File: config.mk
export PLATFORM = sky130hd
export DESIGN_NAME = swallowDivider
export DESIGN_NICKNAME = d
export VERILOG_FILES = /design/src/rtl/divPkg.sv /design/src/rtl/swallowDatapath.sv /design/src/rtl/swallowCtrl.sv /design/src/rtl/swallowDivider.sv
export SDC_FILE = /design/constraint.sdc
export NUM_CORES = 1
export LEC_CHECK = 0
export BUFFER_PORTS_ARGS = -buffer_cell sky130_fd_sc_hd__buf_2
export CORE_ASPECT_RATIO = 1.5
export CORE_MARGIN = 2
export CORE_UTILIZATION = 45
export CTS_CLUSTER_DIAMETER = 100
export DETAILED_ROUTE_END_ITERATION = 6
export PLACE_DENSITY = 0.61
export SLEW_MARGIN = 20
export SYNTH_ARGS = -nofsm -noshare
export SYNTH_HDL_FRONTEND = slang
export SYNTH_SLANG_ARGS = --single-unit
File: constraint.sdc
create_clock -name clk -period 6.9 [get_ports clk]
set_input_delay 0 -clock clk [delete_from_list [all_inputs] [get_ports clk]]
set_output_delay 0 -clock clk [all_outputs]
set_load 0.005 [all_outputs]
File: src/rtl/divPkg.sv
package divPkg;
  // Strobes from control to datapath, all valid in the same cycle
  typedef struct packed {
    logic load;       // boundary: sample settings, reload counters
    logic presEnd;    // last input cycle of a prescaler cycle
    logic periodEnd;  // last input cycle of a full division period
  } divStrobe_t;
endpackage

File: src/rtl/swallowDatapath.sv
module swallowDatapath
  import divPkg::*;
#(
  parameter int NW      = 11,
  parameter int AW      = 7,
  parameter int M_SMALL = 64,
  parameter int M_LARGE = 128,
  parameter int N_MIN   = 3,
  parameter int DEF_N   = 3,
  parameter int DEF_A   = 0,
  parameter bit DEF_SEL = 1'b1,
  parameter int PW      = $clog2(M_LARGE + 1)
) (
  input  logic          clk,
  input  logic          rstN,
  input  divStrobe_t    strobe,
  input  logic          modSel,
  input  logic [NW-1:0] nSet,
  input  logic [AW-1:0] aSet,
  output logic          lastPresc,
  output logic [PW-1:0] lenM1,
  output logic          cfgErr
);
  // Active (legal) configuration
  logic [NW-1:0] cfgN;
  logic [AW-1:0] cfgA;
  logic          cfgSel;
  // Running counters
  logic [NW-1:0] nRem;
  logic [AW-1:0] aRem;

  logic          inLegal;
  logic [NW-1:0] nNew;
  logic [AW-1:0] aNew;
  logic          selNew;
  logic [AW-1:0] aNext;
  logic          selNext;

  always_comb begin
    inLegal = (nSet >= NW'(N_MIN)) && (NW'(aSet) < nSet);
    nNew    = inLegal ? nSet   : cfgN;
    aNew    = inLegal ? aSet   : cfgA;
    selNew  = inLegal ? modSel : cfgSel;
  end

  // Swallow count and modulus that govern the next prescaler cycle
  always_comb begin
    if (strobe.load) begin
      aNext   = aNew;
      selNext = selNew;
    end else if (strobe.presEnd) begin
      aNext   = (aRem != '0) ? aRem - AW'(1) : '0;
      selNext = cfgSel;
    end else begin
      aNext   = aRem;
      selNext = cfgSel;
    end
  end

  always_comb begin
    lenM1 = (selNext ? PW'(M_SMALL - 1) : PW'(M_LARGE - 1)) + PW'(aNext != '0);
  end

  assign lastPresc = (nRem == NW'(1));

  always_ff @(posedge clk) begin
    if (!rstN) begin
      cfgN   <= NW'(DEF_N);
      cfgA   <= AW'(DEF_A);
      cfgSel <= DEF_SEL;
      cfgErr <= 1'b0;
      nRem   <= NW'(1);
      aRem   <= '0;
    end else if (strobe.load) begin
      cfgN   <= nNew;
      cfgA   <= aNew;
      cfgSel <= selNew;
      cfgErr <= !inLegal;
      nRem   <= nNew;
      aRem   <= aNew;
    end else if (strobe.presEnd) begin
      nRem   <= nRem - NW'(1);
      aRem   <= aNext;
    end
  end
endmodule

File: src/rtl/swallowCtrl.sv
module swallowCtrl
  import divPkg::*;
#(
  parameter int PW = 8
) (
  input  logic          clk,
  input  logic          rstN,
  input  logic          lastPresc,
  input  logic [PW-1:0] lenM1,
  output divStrobe_t    strobe,
  output logic          divOut
);
  logic [PW-1:0] pCnt;     // prescaler countdown within one prescaler cycle
  logic          started;  // first boundary after reset has happened

  always_comb begin
    strobe.presEnd   = started && (pCnt == '0);
    strobe.periodEnd = strobe.presEnd && lastPresc;
    strobe.load      = !started || strobe.periodEnd;
  end

  always_ff @(posedge clk) begin
    if (!rstN) begin
      pCnt    <= '0;
      started <= 1'b0;
      divOut  <= 1'b0;
    end else begin
      started <= 1'b1;
      divOut  <= strobe.periodEnd;
      if (strobe.load || strobe.presEnd) pCnt <= lenM1;
      else                               pCnt <= pCnt - PW'(1);
    end
  end
endmodule

File: src/rtl/swallowDivider.sv
module swallowDivider
  import divPkg::*;
#(
  parameter int NW      = 11,
  parameter int AW      = 7,
  parameter int M_SMALL = 64,
  parameter int M_LARGE = 128,
  parameter int N_MIN   = 3,
  parameter int DEF_N   = 3,
  parameter int DEF_A   = 0,
  parameter bit DEF_SEL = 1'b1
) (
  input  logic          clk,
  input  logic          rstN,
  input  logic          modSel,
  input  logic [NW-1:0] nSet,
  input  logic [AW-1:0] aSet,
  output logic          divOut,
  output logic          cfgErr
);
  localparam int PW = $clog2(M_LARGE + 1);

  divStrobe_t    strobe;
  logic          lastPresc;
  logic [PW-1:0] lenM1;

  swallowCtrl #(.PW(PW)) uCtrl (
    .clk(clk), .rstN(rstN), .lastPresc(lastPresc), .lenM1(lenM1),
    .strobe(strobe), .divOut(divOut)
  );

  swallowDatapath #(
    .NW(NW), .AW(AW), .M_SMALL(M_SMALL), .M_LARGE(M_LARGE), .N_MIN(N_MIN),
    .DEF_N(DEF_N), .DEF_A(DEF_A), .DEF_SEL(DEF_SEL), .PW(PW)
  ) uDp (
    .clk(clk), .rstN(rstN), .strobe(strobe), .modSel(modSel),
    .nSet(nSet), .aSet(aSet), .lastPresc(lastPresc), .lenM1(lenM1),
    .cfgErr(cfgErr)
  );
endmodule

# ---- After elaboration in Yosys (flattened, before gate mapping)
# Cells that the tools add are included.
dict set report totals {
  reg_bits 48
  output_inout_bits 2
  word_cells 41
}
dict set report classes {
  addsub 4
  n_lt_le_gt_ge 2
  eq_ne 1
  mux 14
  n_reduce_logical 11
}
# cell n
set ops {}
lappend ops {{2-to-1 mux 7 bit} 7}
lappend ops {{2-to-1 mux 11 bit} 3}
lappend ops {{nonzero test 7 bit} 2}
lappend ops {{== test 11 x 1 -> 1 bit (second input constant)} 1}
lappend ops {{>= comparator 11 x 2 -> 1 bit (second input constant)} 1}
lappend ops {{< comparator 7 x 11 -> 1 bit} 1}
lappend ops {{subtractor 11 x 1 -> 11 bit (second input constant)} 1}
lappend ops {{adder 8 x 1 -> 8 bit} 1}
lappend ops {{zero test 8 bit} 1}
lappend ops {{2-to-1 mux 8 bit} 1}
lappend ops {{subtractor 8 x 1 -> 8 bit (second input constant)} 1}
lappend ops {{subtractor 7 x 1 -> 7 bit (second input constant)} 1}
lappend ops {{logical AND 1 bit} 3}
lappend ops {{2-to-1 mux 1 bit} 3}
lappend ops {{zero test 1 bit} 2}
lappend ops {{logical OR 1 bit} 2}
lappend ops {{nonzero test 2 bit} 1}

# ---- Depth between registers and ports, before layout
# Gate-level depths: netlist of the first run.
dict set report depth {
  depth_word 8
  depth_mapped 12
  ltp_nobuf 11
}

# ---- Modules after synthesis
# Synthesis of the first run repeated with hierarchy kept, for this count alone.
dict set report hier_totals {
  cells_unflattened 322
  area_unflattened_um2 2620.0
}
# module n_inst cells_per_inst area_per_inst_um2
set by_module_without_submodules {}
lappend by_module_without_submodules {swallowDatapath 1 265 2127.0}
lappend by_module_without_submodules {swallowCtrl 1 57 493.0}

# ---- Worst setup path before layout of the first run
# Ideal clock, no wire load.
dict set report synth_path {
  kind {register to register}
  start {reg uCtrl.pCnt[0]}
  end {reg uCtrl.pCnt[6]}
  setup_ns 0.116
  t_arrival_ns 2.716
  required_ns 6.784
  slack_ns 4.068
  stages_incl_launch_ff 12
  path_buffers 0
  path_cell_list {dfxtp_1 inv_1 ha_1 nor3b_1 a41oi_1 o21ai_4 a211oi_2 a221o_1 a211o_1 or3_1 ha_1 o211a_1}
}
dict set report synth_via {
  elab_chain_cells 8
}
# item line_no
set synth_rtl {}
lappend synth_rtl {{start: declaration} swallowCtrl.sv:13} ;# logic [PW-1:0] pCnt;
lappend synth_rtl {{start signal: assignment} swallowCtrl.sv:30} ;# if (strobe.load || strobe.presEnd) pCnt <= lenM1;
lappend synth_rtl {{start signal: assignment} swallowCtrl.sv:31} ;# else pCnt <= pCnt - PW'(1);
lappend synth_rtl {{zero test 8 bit} swallowCtrl.sv:17} ;# strobe.presEnd = started && (pCnt == '0);
lappend synth_rtl {{logical AND 1 bit} swallowCtrl.sv:17}
lappend synth_rtl {{logical AND 1 bit} swallowCtrl.sv:18} ;# strobe.periodEnd = strobe.presEnd && lastPresc;
lappend synth_rtl {{logical OR 1 bit} swallowCtrl.sv:19} ;# strobe.load = !started || strobe.periodEnd;
lappend synth_rtl {{2-to-1 mux 7 bit or 2-to-1 mux 1 bit (tied branches)} swallowDatapath.sv:48} ;# if (strobe.load) begin
lappend synth_rtl {{nonzero test 7 bit or 2-to-1 mux 7 bit (tied branches)} swallowDatapath.sv:61} ;# lenM1 = (selNext ? PW'(M_SMALL - 1) : PW'(M_LARGE - 1)) + PW'(aNext != '0);
lappend synth_rtl {{adder 8 x 1 -> 8 bit} swallowDatapath.sv:61}
lappend synth_rtl {{2-to-1 mux 8 bit *} swallowCtrl.sv:30}
# Mark *: on every way between the ends. The rest lies on a longest branch, timed or not.
# A chain may end at the register's enable or synchronous reset.

# ---- Worst setup path after layout of the first run
dict set report layout_path {
  start {reg uCtrl.pCnt[2]}
  end {reg uCtrl.pCnt[6]}
}
# Same word-level chain as after synthesis.

==> results.sh, run 1 <==
export IMPL_status="finished, final reports clean"
export IMPL_hold_class="in -> reg"
export IMPL_use_met1_pct=27.49
export IMPL_crit_required_ns=7.10
export IMPL_cts_clk_slew_worst_paths_ns=0.09
export IMPL_intPower_uw=606.4
export IMPL_fin_area_mm2=0.003182
export IMPL_grt_usage_pct=21.31
export IMPL_pwr_share_seq_pct=37.3
export IMPL_switching_share_pct=41.91
export IMPL_rsz0062_at_grt="no"
export IMPL_post_synth_top_area_fraction_pct=33.79
export IMPL_ctsLongestPathBuffers=2
export IMPL_r2r_worst_path_cells=9
export IMPL_tns_ns=0
export IMPL_ctsResizeCount=0
export IMPL_antenna_found_initial=0
export IMPL_wl_per_cell_um=15.31
export IMPL_final_setup_viol_count=0
export IMPL_placed_cell_area_mm2=0.003024
export IMPL_path_class="reg -> reg"
export IMPL_hold_viol=0
export IMPL_nets=394
export IMPL_relSlewSlack_pct=35.52
export IMPL_overflow=0
export IMPL_synth_area_top_cells="dfxtp_1, ha_1, o21ai_0"
export IMPL_syn2layout_area_growth_pct=11.88
export IMPL_comb_power_share_pct=47.0
export IMPL_drv_cap=0
export IMPL_synthSimpleGateAreaFrac_pct=24.73
export IMPL_fin_crit_sh_pct=49.61
export IMPL_worstReg2RegStart="uCtrl.pCnt[2]$_SDFF_PN0_"
export IMPL_whs_path_depth=3
export IMPL_synthCells=333
export IMPL_synthAdderAreaFrac_pct=5.719
export IMPL_yosysSeqAreaShare_pct=33.79
export IMPL_ys_ff_latch=48
export IMPL_use_met3_pct=2.667
export IMPL_die_h_um=101.4
export IMPL_htreeDepth=2
export IMPL_dr_pass1_iters=4
export IMPL_die_width_um=68.91
export IMPL_rows=35
export IMPL_synthDistinctLibCells=59
export IMPL_placed_cells=419
export IMPL_synth_edf_count=0
export IMPL_synthesis_nets=367
export IMPL_power_share_clock_pct=15.6
export IMPL_die_area_mm2=0.006985
export IMPL_grt_use_met2_pct=36.24
export IMPL_skew_ns=0.003267
export IMPL_hold_end="uDp.cfgN[9]$_SDFFE_PN0P_"
export IMPL_layoutNonFillerInstCount=434
export IMPL_routed_wl_um=6646
export IMPL_drc=0
export IMPL_p_sw_uw=437.6
export IMPL_cts_setup_buffers=0
export IMPL_synth_top_family_by_area="simple AND/OR/NAND/NOR gates"
export IMPL_cellPowerDensity_mw_per_mm2=328.1
export IMPL_vias=2475
export IMPL_gp_congestion=0.8921
export IMPL_ys_flop_type="dfxtp_1"
export IMPL_r2r_slack_ns=3.48
export IMPL_reg2reg_to="uCtrl.pCnt[6]$_SDFF_PN0_"
export IMPL_cp_arrival_ns=3.62
export IMPL_grt_start_max_net_pins=50
export IMPL_insertion_delay_ns=0.30
export IMPL_fmax_mhz=292.2
export IMPL_port_buffers=22
export IMPL_synth_xor_area_share_pct=3.388
export IMPL_vdd_drop_max_mv=0.1169
export IMPL_drt_iter0_drc=125
export IMPL_cts_buffers=5
export IMPL_fin_crit_ns=3.423
export IMPL_viasPerCell=5.703
export IMPL_yosysTopAreaCell="dfxtp_1"
export IMPL_place_hpwl_um=4820
export IMPL_ios=23
export IMPL_slew_violations=0
export IMPL_synth_compound_area_share_pct=21.95
export IMPL_leakage_uw=0.001344
export IMPL_synthMuxAreaShare_pct=6.467
export IMPL_min_from="nSet[9]"
export IMPL_endpoint_kind="register"
export IMPL_cp_start_kind="register"
export IMPL_root_buffer="clkbuf_8"
export IMPL_synth_avg_cell_area_um2=8.540
export IMPL_worst_slack_ns=3.477
export IMPL_yosysWarnings=0
export IMPL_synth_area_mm2=0.002844
export IMPL_cp_max_fo=11
export IMPL_worst_pin_slew_ns=0.9593
export IMPL_place_ws_ns=3.493
export IMPL_diodes=0
export IMPL_start_util_pct=46.39
export IMPL_cts_sinks=48
export IMPL_async_flop_share_pct=0
export IMPL_cts_tree="built"
export IMPL_drive_gt1_share_pct=14.17
export IMPL_busiest_layer="met2"
export IMPL_ant_nets=0
export IMPL_fp_coreArea_mm2=0.006131
export IMPL_grt_pass1_vias=2410
export IMPL_holdBufCountCts=8
export IMPL_grt_pass1_wl_um=11390
-- logic make-up (layout without fill, tap and decap cells) --
| logic type | Yosys count | in the layout |
|---|---|---|
| DFF | 48 | 48 |
| xor gates and xnor gates | 11 | 11 |
| and+or+nand+nor | 123 | 123 |
| muxes | 18 | 18 |
| buffers and inverters | 28 | 55 |
| adders and majority gates | 13 | 13 |
| AOI/OAI and AO/OA | 92 | 92 |
-- stage by stage --
step | total power [uW] | util, % | hold slack, ns
2_1_floorplan | 778.6 | - | 0.02772
3_3_place_gp | 871.5 | 49.33 | 0.2888
3_5_place_dp | 879.9 | 49.33 | 0.2797
4_1_cts | 1049 | 51.90 | 0.002932
5_1_grt | 1130 | 51.90 | 0.03164
6_report | 1044 | 51.90 | 0.001720
-- synthesized netlist by cell type (all sizes together), types with 3 or more instances --
cell and n:
a221oi 4, ha 13, or3 4, o211a 3, a211oi 6, nor3 6, nor2 22, nand2 28
nor4 6, mux2 3, nor2b 17, a21o 4, and2 13, dfxtp 48, a21boi 9, o21ai 34
clkbuf 10, a21oi 16, inv 14, xor2 9, nand4 5, nand3 9, mux2i 15, buf 4
-- state kept, by name, indices dropped and copies added (netlist names) --
register	count
uDp.cfgErr	1
uCtrl.divOut	1
uCtrl.pCnt	8
uDp.cfgSel	1
uDp.cfgA	7
uDp.cfgN	11
uDp.aRem	7
uCtrl.started	1
uDp.nRem	11
-- worst max-delay path, stage by stage (launching register included) --
cell and delay, ns:
dfxtp_1 0.36, nor4_2 0.86, a41oi_1 0.33, o21ai_4 0.22
a211oi_2 0.06, a221o_1 0.28, a211o_1 0.37, or3_1 0.34
ha_1 0.29, o211a_1 0.22
-- power by group through the flow --
stage	Combinational (uW)	Clock (uW)	Sequential, uW
finish	491	163	390
global route	557	176	398
CTS	493	168	389
detailed placement	485	0	395
global placement	478	0	393
floorplan	397	0	381
-- final cells by class --
cell class                 instances  area (um^2)
fill                             605         2949
multi-input combinational        257         1778
sequential                        48        960.9
timing repair buffer              34        220.2
tap                               74        92.59
clock buffer                       6        72.57
inverter                          14        52.55
clock inverter                     1        5.005
-- metal layers --
layer / routed length (um) / vias to the layer above
met5: 0 / -
met1: 3045 / 1171
met2: 3332 / 44
met4: 117 / 0
li1: - / 1250
met3: 150 / 10
-- worst max path at each step --
stage,startpoint,slack [ns],to
after floorplan,uCtrl.pCnt[0]$_SDFF_PN0_,4.07,uCtrl.pCnt[6]$_SDFF_PN0_
after global placement,uCtrl.pCnt[2]$_SDFF_PN0_,3.61,uCtrl.pCnt[6]$_SDFF_PN0_
after detailed placement,uCtrl.pCnt[2]$_SDFF_PN0_,3.49,uCtrl.pCnt[6]$_SDFF_PN0_
after CTS,uCtrl.pCnt[2]$_SDFF_PN0_,3.48,uCtrl.pCnt[6]$_SDFF_PN0_
after global routing,uCtrl.pCnt[2]$_SDFF_PN0_,3.26,uCtrl.pCnt[6]$_SDFF_PN0_
final,uCtrl.pCnt[2]$_SDFF_PN0_,3.48,uCtrl.pCnt[6]$_SDFF_PN0_
-- placed cells by master, fill, tap and decap left out, drive strengths merged, types with 8 or more instances in the layout --
cell | synthesis | routed
and2 | 13 | 13
nor2 | 22 | 22
nand2 | 28 | 28
a21oi | 16 | 16
mux2i | 15 | 15
xor2 | 9 | 9
buf | 4 | 26
o21ai | 34 | 34
nor2b | 17 | 17
inv | 14 | 14
nand3 | 9 | 9
ha | 13 | 13
dfxtp | 48 | 48
dlygate4sd3 | 0 | 8
a21boi | 9 | 9
(Power assumes the default switching activity.)
==> run 2: changes to the inputs <==
==> constraint.sdc (replaced) <==
create_clock -name clk -period 3.3 [get_ports clk]
set_input_delay 0 -clock clk [delete_from_list [all_inputs] [get_ports clk]]
set_output_delay 0 -clock clk [all_outputs]
set_load 0.005 [all_outputs]
==> results.sh, run 2 (synthesis gave the netlist of run 1 again) <==
export IMPL_overflow=0
export IMPL_drt_iter0_drc=97
export IMPL_drc=0
export IMPL_p_sw_uw=912.6
export IMPL_most_common_layout_cells="dfxtp_1, o21ai_0, nand2_1"
export IMPL_diodes=0
export IMPL_status="finished, final reports clean"
export IMPL_start_util_pct=46.39
export IMPL_reg2reg_to="uCtrl.pCnt[6]$_SDFF_PN0_"
export IMPL_worst_slack_ns=0.2344
export IMPL_skew_ns=0.009748
export IMPL_port_buffers=22
export IMPL_fin_crit_ns=3.066
export IMPL_vdd_drop_max_mv=0.3021
export IMPL_grt_pass1_vias=2457
export IMPL_power_share_clock_pct=16.9
export IMPL_fin_crit_sh_pct=92.90
export IMPL_utilization_pct=52.20
export IMPL_relSlewSlack_pct=48.91
export IMPL_comb_power_share_pct=46.9
export IMPL_rows=35
export IMPL_fill_cells=612
export IMPL_ios=23
export IMPL_die_width_um=68.91
export IMPL_final_setup_viol_count=0
export IMPL_worst_pin_slew_ns=0.7664
export IMPL_cellPowerDensity_mw_per_mm2=701.5
export IMPL_r2r_worst_path_cells=10
export IMPL_largest_registers="uDp.cfgN (11), uDp.nRem (11), uCtrl.pCnt (8)"
export IMPL_cp_arrival_ns=3.26
export IMPL_cts_tree="built"
export IMPL_cp_start_kind="input port"
export IMPL_htreeDepth=2
export IMPL_drv_cap=0
export IMPL_worstReg2RegStart="uDp.nRem[0]$_SDFFE_PN1P_"
export IMPL_switching_share_pct=40.65
export IMPL_cp_max_fo=7
export IMPL_min_from="nSet[8]"
export IMPL_rsz0062_at_grt="no"
export IMPL_viasPerCell=5.634
export IMPL_hold_class="in -> reg"
export IMPL_hold_end="uDp.cfgN[8]$_SDFFE_PN0P_"
export IMPL_whs_ns=0.006257
export IMPL_place_hpwl_um=4798
export IMPL_insertion_delay_ns=0.30
export IMPL_place_ws_ns=0.2374
export IMPL_antenna_found_initial=0
export IMPL_gp_congestion=0.8061
export IMPL_syn2layout_area_growth_pct=12.54
export IMPL_final_common_cell="dfxtp_1"
export IMPL_fmax_mhz=326.2
export IMPL_wl_per_cell_um=15.06
export IMPL_cts_sinks=48
export IMPL_path_class="in -> reg"
export IMPL_grt_pass1_wl_um=11320
export IMPL_die_area_mm2=0.006985
export IMPL_ctsLongestPathBuffers=2
export IMPL_whs_path_depth=3
export IMPL_leakage_uw=0.001357
export IMPL_grt_start_max_net_pins=50
export IMPL_intPower_uw=1333
export IMPL_die_h_um=101.4
export IMPL_hold_viol=0
export IMPL_fp_coreArea_mm2=0.006131
export IMPL_drive_gt1_share_pct=15.28
export IMPL_routed_wl_um=6534
export IMPL_pwr_share_seq_pct=36.2
export IMPL_cts_buffers=5
export IMPL_vias=2445
export IMPL_crit_required_ns=3.49
export IMPL_endpoint_kind="register"
export IMPL_cts_setup_buffers=0
export IMPL_ant_nets=0
export IMPL_slew_violations=0
export IMPL_cts_clk_slew_worst_paths_ns=0.09
export IMPL_grt_usage_pct=21.33
export IMPL_root_buffer="clkbuf_8"
export IMPL_dr_pass1_iters=4
export IMPL_tns_ns=0
export IMPL_nets=394
export IMPL_r2r_slack_ns=0.36
[run 2: changes by cell type in the layout (fill, tap and decap cells not counted)]
cell and delta:
nor3b_2 +1, nor3b_1 -1, buf_4 +2, clkbuf_1 -1, clkbuf_8 +2, clkinv_2 -1
dlygate4sd3_1 -2
[run 2: worst max-delay path by stage]
stage | start | cells after the start | end | slack [ns]
2_1_floorplan | uCtrl.pCnt[0]$_SDFF_PN0_ | 11 | uCtrl.pCnt[6]$_SDFF_PN0_ | 0.47
3_3_place_gp | uCtrl.pCnt[0]$_SDFF_PN0_ | 11 | uCtrl.pCnt[6]$_SDFF_PN0_ | 0.35
3_5_place_dp | uCtrl.pCnt[0]$_SDFF_PN0_ | 11 | uCtrl.pCnt[6]$_SDFF_PN0_ | 0.24
4_1_cts | uCtrl.pCnt[0]$_SDFF_PN0_ | 11 | uCtrl.pCnt[6]$_SDFF_PN0_ | 0.22
5_1_grt | aSet[2] | 12 | uCtrl.pCnt[6]$_SDFF_PN0_ | 0.08
6_report | aSet[2] | 12 | uCtrl.pCnt[6]$_SDFF_PN0_ | 0.23
[run 2: critical path: stages]
cell and delay, ns:
dlygate4sd3_1 0.53, buf_2 0.15, ha_1 0.29, a21o_1 0.16
a31oi_1 0.14, o21ai_1 0.16, a21o_1 0.28, a221o_1 0.37
a211o_1 0.36, or3_1 0.34, ha_1 0.28, o211a_1 0.21
[run 2: cell type report]
cell class	instances	area, um^2	area share, %
Clock buffer	7	96.34	3.010
Inverter	14	52.55	1.642
Multi-Input combinational cell	257	1783	55.71
Sequential cell	48	960.9	30.02
Tap cell	74	92.59	2.893
Timing Repair Buffer	34	215.2	6.724
[run 2: power by group through the flow]
stage          clock network (uW)  logic [uW]  registers, uW
2_1_floorplan                   0         831            797
3_3_place_gp                    0        1030            822
3_5_place_dp                    0        1040            826
4_1_cts                       387        1050            811
5_1_grt                       399        1200            833
6_report                      379        1050            814
[run 2: repair_timing]
item,4_1_cts,5_1_grt
gates resized for setup,0,1
hold buffers,6,0
endpoints found under the hold margin,6,0
setup endpoints to repair,0,1
[run 2: routing by layer]
layer | global-route usage, % | wire (um) | up-vias
li1 | - | - | 1249
met1 | 25.42 | 2791 | 1146
met2 | 37.13 | 3409 | 40
met3 | 2.556 | 153 | 10
met4 | 9.804 | 180 | 0
met5 | 0 | 0 | -
[run 2: through the flow]
stage	instances	instance area (um^2)	total power, uW
floorplan	333	2844	1628
finish	434	3201	2245
global placement	421	3039	1851
global route	434	3201	2427
CTS	434	3196	2252
detailed placement	421	3039	1865
